### src/rtl/rbs_capture.sv
module rbs_capture #(
  parameter int NCH = 24
) (
  input  logic                         clk,
  input  logic                         rst_n,
  input  logic                         fmt_f12,
  input  logic                         sig_valid,
  input  logic                         sig_bit,
  input  logic [4:0]                   sig_chan,
  input  logic [4:0]                   sig_frame,
  input  logic                         ser_en,
  input  logic [$clog2(NCH/2)-1:0]     rd_addr,
  output logic [7:0]                   rd_data,
  output logic                         rd_err,
  input  logic                         stat_rd,
  output logic                         irq_changed,
  output logic [NCH/2-1:0]             chg_ptr
);
  localparam int IMG  = NCH * 4;
  localparam int NREG = IMG / 8;
  localparam int PW   = $clog2(IMG);
  localparam int AW   = $clog2(NREG);

  logic [IMG-1:0]  shadow, shadow_nxt, bank;
  logic [PW-1:0]   cm1, pos;
  logic            hit, boundary, primed, fmt_q;
  logic [NREG-1:0] mask;
  logic [7:0]      regv [2**AW];

  assign cm1 = PW'(sig_chan) - PW'(1);

  always_comb begin
    hit = 1'b0;
    pos = '0;
    if (sig_valid && sig_chan >= 5'd1 && sig_chan <= 5'(NCH)) begin
      case (sig_frame)
        5'd6:  begin hit = 1'b1; pos = fmt_f12 ? cm1 * PW'(2) : cm1 * PW'(4); end
        5'd12: begin hit = 1'b1; pos = fmt_f12 ? cm1 * PW'(2) + PW'(1) : cm1 * PW'(4) + PW'(1); end
        5'd18: begin hit = 1'b1; pos = fmt_f12 ? PW'(IMG/2) + cm1 * PW'(2) : cm1 * PW'(4) + PW'(2); end
        5'd24: begin hit = 1'b1; pos = fmt_f12 ? PW'(IMG/2) + cm1 * PW'(2) + PW'(1) : cm1 * PW'(4) + PW'(3); end
        default: ;
      endcase
    end
    shadow_nxt = shadow;
    if (hit) shadow_nxt[PW'(IMG-1) - pos] = sig_bit;
  end

  assign boundary = hit && sig_chan == 5'(NCH) && sig_frame == 5'd24;

  for (genvar r = 0; r < 2**AW; r++) begin : g_reg
    if (r < NREG) begin : g_live
      assign regv[r]  = bank[IMG-8*(r+1) +: 8];
      assign mask[r]  = |(shadow_nxt[IMG-8*(r+1) +: 8] ^ bank[IMG-8*(r+1) +: 8]);
    end else begin : g_pad
      assign regv[r]  = 8'h00;
    end
  end

  assign rd_err  = ser_en || (rd_addr >= AW'(NREG));
  assign rd_data = rd_err ? 8'h00 : regv[rd_addr];

  always_ff @(posedge clk) begin
    shadow <= shadow_nxt;
    if (boundary) bank <= shadow_nxt;
  end

  always_ff @(posedge clk or negedge rst_n) begin
    if (!rst_n) begin
      irq_changed <= 1'b0;
      chg_ptr     <= '0;
      primed      <= 1'b0;
      fmt_q       <= 1'b0;
    end else begin
      fmt_q <= fmt_f12;
      if (stat_rd) begin
        irq_changed <= 1'b0;
        chg_ptr     <= '0;
      end
      if (boundary && primed && |mask) begin
        irq_changed <= 1'b1;
        chg_ptr     <= (stat_rd ? '0 : chg_ptr) | mask;
      end
      if (fmt_f12 != fmt_q) primed <= 1'b0;
      else if (boundary)    primed <= 1'b1;
    end
  end

  assert_bank_quiet_R4: assert property (@(posedge clk) disable iff (!rst_n)
    (!boundary && !stat_rd) |=> ($stable(irq_changed) && $stable(chg_ptr)));

  assert_ptr_flag_R5: assert property (@(posedge clk) disable iff (!rst_n)
    (chg_ptr != '0) |-> irq_changed);

  assert_first_quiet_R7: assert property (@(posedge clk) disable iff (!rst_n)
    (boundary && !primed && !stat_rd) |=> $stable(irq_changed));

  assert_clear_R8: assert property (@(posedge clk) disable iff (!rst_n)
    (stat_rd && !boundary) |=> (!irq_changed && chg_ptr == '0));

  assert_gate_R9: assert property (@(posedge clk) disable iff (!rst_n)
    ser_en |-> (rd_err && rd_data == 8'h00));
endmodule

### config.mk
export PLATFORM = sky130hd
export DESIGN_NAME = rbs_capture
export DESIGN_NICKNAME = d
export VERILOG_FILES = /design/src/rtl/rbs_capture.sv
export SDC_FILE = /design/constraint.sdc
export NUM_CORES = 1
export LEC_CHECK = 0
export CAP_MARGIN = 5
export CORE_ASPECT_RATIO = 1.1
export CORE_MARGIN = 2
export CORE_UTILIZATION = 45
export DETAILED_ROUTE_END_ITERATION = 7
export DONT_BUFFER_PORTS = 1
export HOLD_SLACK_MARGIN = 0.02
export PLACE_DENSITY = 0.59
export SLEW_MARGIN = 20
export SYNTH_ARGS = -nofsm -noshare
export SYNTH_HDL_FRONTEND = slang
export SYNTH_SLANG_ARGS = --single-unit
### constraint.sdc
create_clock -name clk -period 6.5 [get_ports clk]
set_input_delay 1.3 -clock clk [delete_from_list [all_inputs] [get_ports clk]]
set_output_delay 1.3 -clock clk [all_outputs]
set_load 0.05 [all_outputs]
## Yosys cells after proc, flatten, opt, wreduce, memory -nomap -nowiden

Cells that the tools add are included.

| storage, ports and cells | value |
|---|---|
| register bits after elaboration | 207 |
| input bits | 21 |
| output and inout bits | 22 |
| logic and storage cells | 86 |

| operators by class | value |
|---|---|
| $add $sub $neg | 8 |
| magnitude comparators | 6 |
| equal/unequal tests | 6 |
| mux-type cells | 22 |
| bitwise gates (word level) | 14 |
| reductions and logical operators | 24 |

Operators by type and width:

| operator | count |
|---|---|
| 96-bit bitwise mux | 1 |
| 96-bit two-way mux | 1 |
| 8-bit OR reduction | 12 |
| 96-bit OR reduction | 1 |
| 8-bit XOR | 12 |
| 7-bit two-way mux | 5 |
| 8-bit binary-select mux with 4-bit select | 1 |
| 7-bit one-hot mux with 4 select lines | 1 |
| 12-bit two-way mux | 2 |
| 8-bit two-way mux | 3 |
| 7-bit by 1-bit adder with 7-bit output (second input constant) | 3 |
| 5-bit equality test (second input constant) | 3 |
| 7-bit by 2-bit adder with 7-bit output (second input constant) | 2 |
| 12-bit OR | 1 |
| 7-bit by 8-bit < comparator with 1-bit output (second input constant) | 1 |
| 6-bit by 7-bit adder with 7-bit output (first input constant) | 1 |
| 1-bit demux with 7-bit select | 1 |
| 7-bit by 1-bit greater-or-equal comparator with 1-bit output (second input constant) | 1 |
| 1-bit logical AND | 7 |
| 1-bit two-way mux | 7 |
| 7-bit subtractor (first input constant) | 1 |
| 5-bit by 1-bit subtractor with 6-bit output (second input constant) | 1 |
| 5-bit by 3-bit equality test with 1-bit output (second input constant) | 1 |
| 5-bit by 4-bit equality test with 1-bit output (second input constant) | 1 |
| other kinds (9) | 10 |

## Longest topological paths before layout

| depth | value |
|---|---|
| depth after elaboration | 17 |
| depth in mapped cells | 17 |
| mapped depth without buffers | 13 |

## Least setup slack after synthesis

No wires, ideal clock.

| timing path | value |
|---|---|
| path type | input port to flip-flop |
| start | input sig_chan[0] |
| end | register bank[0] (enable) |
| setup time | 0.554 ns |
| arrival | 6.602 ns |
| data required time | 5.946 ns |
| slack | -0.656 ns |
| stages on the path | 8 |
| buffers on the path | 2 |
| cell sequence | buf_2 > inv_1 > ha_1 > nor2b_1 > o221a_2 > clkbuf_1 > nand2_1 > nor2_1 |

| on the way | value |
|---|---|
| cells in the longest elaborated chain, start to end | 6 |
| elaborated cells between the ends (all ways) | 8 |
| those cells by class | order compare: 2; eq/ne: 1; mux: 1; reduce/logical: 4 |

Ends and longest elaborated chain:

| item | RTL line | source |
|---|---|---|
| start, declared | 9 | `input logic [4:0] sig_chan,` |
| 5-bit by 1-bit greater-or-equal comparator with 1-bit output | 35 | `if (sig_valid && sig_chan >= 5'd1 && sig_chan <= 5'(NCH)) begin` |
| 1-bit logical AND (2 in a row) | 35 |  |
| 1-bit two-way mux | 35 |  |
| 1-bit logical AND * (2 in a row) | 48 | `assign boundary = hit && sig_chan == 5'(NCH) && sig_frame == 5'd24;` |
| via boundary | 26 | `logic hit, boundary, primed, fmt_q;` |
| end signal, assigned | 64 | `if (boundary) bank <= shadow_nxt;` |
| end, declared | 24 | `logic [IMG-1:0] shadow, shadow_nxt, bank;` |

Mark *: on every way through the listed nets, which the timed path passes. The rest lies on a longest branch.
A chain may end at the register's enable or synchronous reset.

## Worst setup path after layout

| timing path | value |
|---|---|
| start | input sig_chan[1] |
| end | register irq_changed |

| on the way | value |
|---|---|
| cells in the longest elaborated chain, start to end | 17 |
| elaborated cells between the ends (all ways) | 46 |
| those cells by class | add/sub: 8; order compare: 4; eq/ne: 1; mux: 12; bitwise: 12; reduce/logical: 9 |

Ends and longest elaborated chain:

| item | RTL line | source |
|---|---|---|
| 5-bit by 1-bit subtractor with 6-bit output | 30 | `assign cm1 = PW'(sig_chan) - PW'(1);` |
| 6-bit by 7-bit adder with 7-bit output | 39, 40 |  |
| 7-bit by 1-bit adder with 7-bit output | 40 | `5'd24: begin hit = 1'b1; pos = fmt_f12 ? PW'(IMG/2) + cm1 * PW'(2) + PW'(1) : cm1 * PW'(4) + PW'(3); end` |
| 7-bit two-way mux | 40 |  |
| 7-bit one-hot mux with 4 select lines | 36 | `case (sig_frame)` |
| 7-bit two-way mux | 35 |  |
| 7-bit subtractor | 45 | `if (hit) shadow_nxt[PW'(IMG-1) - pos] = sig_bit;` |
| 7-bit by 8-bit < comparator with 1-bit output (not written as such) / 7-bit by 1-bit greater-or-equal comparator with 1-bit output (equally long branches) | 45 |  |
| 1-bit logical AND (not written as such) | 45 |  |
| 1-bit two-way mux (not written as such) | 45 |  |
| 1-bit demux with 7-bit select | 45 |  |
| 96-bit bitwise mux | 45 |  |
| 96-bit two-way mux | 45 |  |
| 8-bit XOR | 53 | `assign mask[r] = \|(shadow_nxt[IMG-8*(r+1) +: 8] ^ bank[IMG-8*(r+1) +: 8]);` |
| 96-bit OR reduction | 79 | `if (boundary && primed && \|mask) begin` |
| 1-bit logical AND * | 79 |  |
| 1-bit two-way mux / 2-bit nonzero test (equally long branches) | n/a |  |
| end signal, assigned | 69 | `irq_changed <= 1'b0;` |
| end signal, assigned | 76 | `irq_changed <= 1'b0;` |
| end signal, assigned | 80 | `irq_changed <= 1'b1;` |
| end, declared | 16 | `output logic irq_changed,` |

Mark *: on every way between the ends. The rest lies on a longest branch, timed or not.

==> impl_metrics.json <==
{
  "firstDrtPassIters": 6,
  "grt_first_pass_wirelength_um": 58700,
  "crit_path_end": "irq_changed$_DFFE_PN0P_",
  "post_cts_resized": 0,
  "path_clk_slew_ns": 0.06,
  "rsz0062_at_grt": "no",
  "max_slew_margin": 0.304,
  "fp.coreArea_um2": 26100,
  "setup_ws_ns": 1.17,
  "fin_crit_ns": 5.33,
  "cap_violations": 0,
  "dp.cells": 1518,
  "diodes": 0,
  "crit_path_max_incr_delay_ns": 0.57,
  "status": "complete, no violations",
  "synth_seq_cells": 207,
  "clock_skew_ns": 0.0189,
  "synth-main-ff-cell": "edfxtp_1",
  "drtIter0Drc": 1108,
  "p_seq_frac": 0.472,
  "avgSynthCellArea_um2": 9.85,
  "r2r_slack_ns": 3.45,
  "cp.depth": 14,
  "cts_root_buffer": "clkbuf_16",
  "final_nets": 1215,
  "ir_drop_mv": 0.149,
  "area_growth_pct": 10.2,
  "rr_worst_depth": 9,
  "gp_congestion": 0.987,
  "antenna_found_initial": 0,
  "crit_type": "input pin to register",
  "synth_top_area_share": 0.242,
  "pin_count": 43,
  "drc_errors": 0,
  "worstMarginPinSlew_ns": 1.04,
  "fillCellCount": 2370,
  "syn_nets": 1233,
  "cp_slowest_cell": "nor2_1",
  "min_path_type": "input pin to async pin",
  "critPathLaunch": "sig_chan[1]",
  "setup_viol": 0,
  "final_area_um2": 13100,
  "finalMaxSlewViolations": 0,
  "yosys_warnings": 0,
  "vias_per_cell": 6.46,
  "layout-drive-gt1-share": 0.155,
  "grt_usage": 0.278,
  "hold_viol_final": 0,
  "postCtsHoldBufs": 0,
  "period_share": 0.820,
  "synth_edf_count": 96,
  "path_max_fanout": 10,
  "intPower_mw": 2.25,
  "cts_tree": "yes",
  "synth_largest_area_cell": "edfxtp_1",
  "placed_cell_area_um2": 12300,
  "async_flop_share": 0.0725,
  "synthCells": 1209,
  "die_h_um": 175,
  "dieArea_um2": 27800,
  "vias": 10078,
  "critPathCaptureType": "register",
  "total_power_mw": 2.89,
  "dp.final_hpwl_um": 27900,
  "wl_per_cell_um": 25.4,
  "drt-total-wl_um": 39700,
  "fmax_mhz": 188,
  "crit_path_frequent_cell": "nor3b_1",
  "utilization": 0.503,
  "cp-start-kind": "input pin",
  "p_leak_nw": 4.88,
  "cts-buffers-inserted": 23,
  "clockPowerShare": 0.474,
  "r2r-start": "bank[52]$_DFFE_PP_",
  "power_switching_share": 0.222,
  "dp_slack_ns": 0.779,
  "clockBufferDepth": 3,
  "htree_levels": 1,
  "die_x_um": 159,
  "clk_latency_ns": 0.52,
  "grt_max_degree": 111,
  "r2r_end": "irq_changed$_DFFE_PN0P_",
  "seq_area_frac_synth": 0.435,
  "whs_ns": 0.467,
  "synth.distinct_cells": 86,
  "start_util": 0.457,
  "stdcell_count": 1560,
  "clkSinkCount": 207,
  "p_switching_mw": 0.640,
  "yosys-top-cells-area": "edfxtp_1 24%, dfxtp_1 16%, mux2_2 5.2%, mux4_2 4.5%, dfrtp_1 3.2%",
  "syn_area_um2": 11900,
  "cp.required_ns": 6.88,
  "overflow": 0,
  "critPathTopFamily": "simple AND/OR/NAND/NOR gates",
  "rows": 62,
  "cts_setup_buffers": 0,
  "port_buffers": 0,
  "cp_cell_sequence": "inv_1, ha_1, nor3b_1, xnor2_1, a2111o_1, nand3_2, nor2_1, a21oi_1, or4_1, nor4_1, nor4b_1, buf_4, nor3b_1, a32oi_1",
  "combinationalPowerShare": 0.054,
  "grt_pass1_vias": 9512,
  "critPathArrivalTime_ns": 5.71,
  "power_density_nw_per_um2": 220,
  "setup_tns_ns": 0,
  "ant_nets": 0,
  "path_buf_inv": 2
}
[per-layer routing]
layer | track usage | vias to the layer above | wire length (um)
met5 | 0 | - | 0
met4 | 0.127 | 0 | 2000
met3 | 0.0563 | 112 | 3850
met2 | 0.436 | 529 | 17500
met1 | 0.373 | 4872 | 16300
li1 | - | 4565 | -
[cell usage after synthesis, drive strengths merged, types with 15 or more instances]
library cell / instances
a21oi: 43
buf: 20
clkbuf: 52
dfrtp: 15
dfxtp: 96
edfxtp: 96
inv: 70
mux2: 55
mux2i: 31
mux4: 24
nand2: 95
nand2b: 26
nand3: 48
nand4: 21
nor2: 78
nor2b: 16
nor3: 36
nor4: 21
o21ai: 67
o22ai: 36
o31ai: 20
xnor2: 23
xor2: 21
[power groups by stage]
stage          sequential (mW)  clock (mW)  combinational [mW]
6_report                  1.36        1.37               0.155
5_1_grt                   1.36        1.44               0.165
4_1_cts                   1.36        1.39               0.152
3_5_place_dp              1.39           0               0.152
2_1_floorplan             1.39           0               0.132
3_3_place_gp              1.39           0               0.151
[flip-flops by register name, summed over array words and instances, names as in the netlist]
| name | flops |
|---|---|
| bank | 96 |
| shadow | 96 |
| chg_ptr | 12 |
| fmt_q | 1 |
| irq_changed | 1 |
| primed | 1 |
[worst min path at each step]
stage / start / to / cells after the start / slack (ns)
2_1_floorplan: shadow[35]$_DFF_P_ / shadow[35]$_DFF_P_ / 2 / 0.45
3_3_place_gp: shadow[55]$_DFF_P_ / shadow[55]$_DFF_P_ / 2 / 0.48
3_5_place_dp: shadow[47]$_DFF_P_ / shadow[47]$_DFF_P_ / 2 / 0.49
4_1_cts: rst_n / chg_ptr[6]$_DFF_PN0_ / 0 / 0.44
5_1_grt: rst_n / chg_ptr[4]$_DFF_PN0_ / 0 / 0.44
6_report: rst_n / chg_ptr[0]$_DFF_PN0_ / 0 / 0.47
[cell type report]
type / instances / area [um2] / area share
clock buffer: 31 / 666 / 0.0507
clock inverter: 11 / 145 / 0.0111
sequential: 207 / 5180 / 0.395
multi-input combinational: 860 / 6210 / 0.473
timing repair buffer: 29 / 218 / 0.0166
tap: 352 / 440 / 0.0336
inverter: 70 / 263 / 0.0200
[kinds of logic after synthesis]
group | Yosys count | synth area share
simple gates | 399 | 0.176
compound gates | 304 | 0.182
flops | 207 | 0.435
buf+inv | 142 | 0.0481
mux | 110 | 0.123
xor+xnor | 44 | 0.0324
fa+ha+maj | 3 | 0.00315
[cell usage in the layout, fill, tap and decap left out, types with 24 or more instances in the layout]
cell,n
nor3_1,29
mux2i_1,31
mux4_2,24
dfxtp_1,96
mux2_2,55
inv_1,69
nor2_1,74
o22ai_1,36
a21oi_1,41
edfxtp_1,96
nand2_1,95
o21ai_0,65
nand3_1,46
nand2b_1,26
buf_4,29
Note: power is estimated with default switching activity, not from simulation.
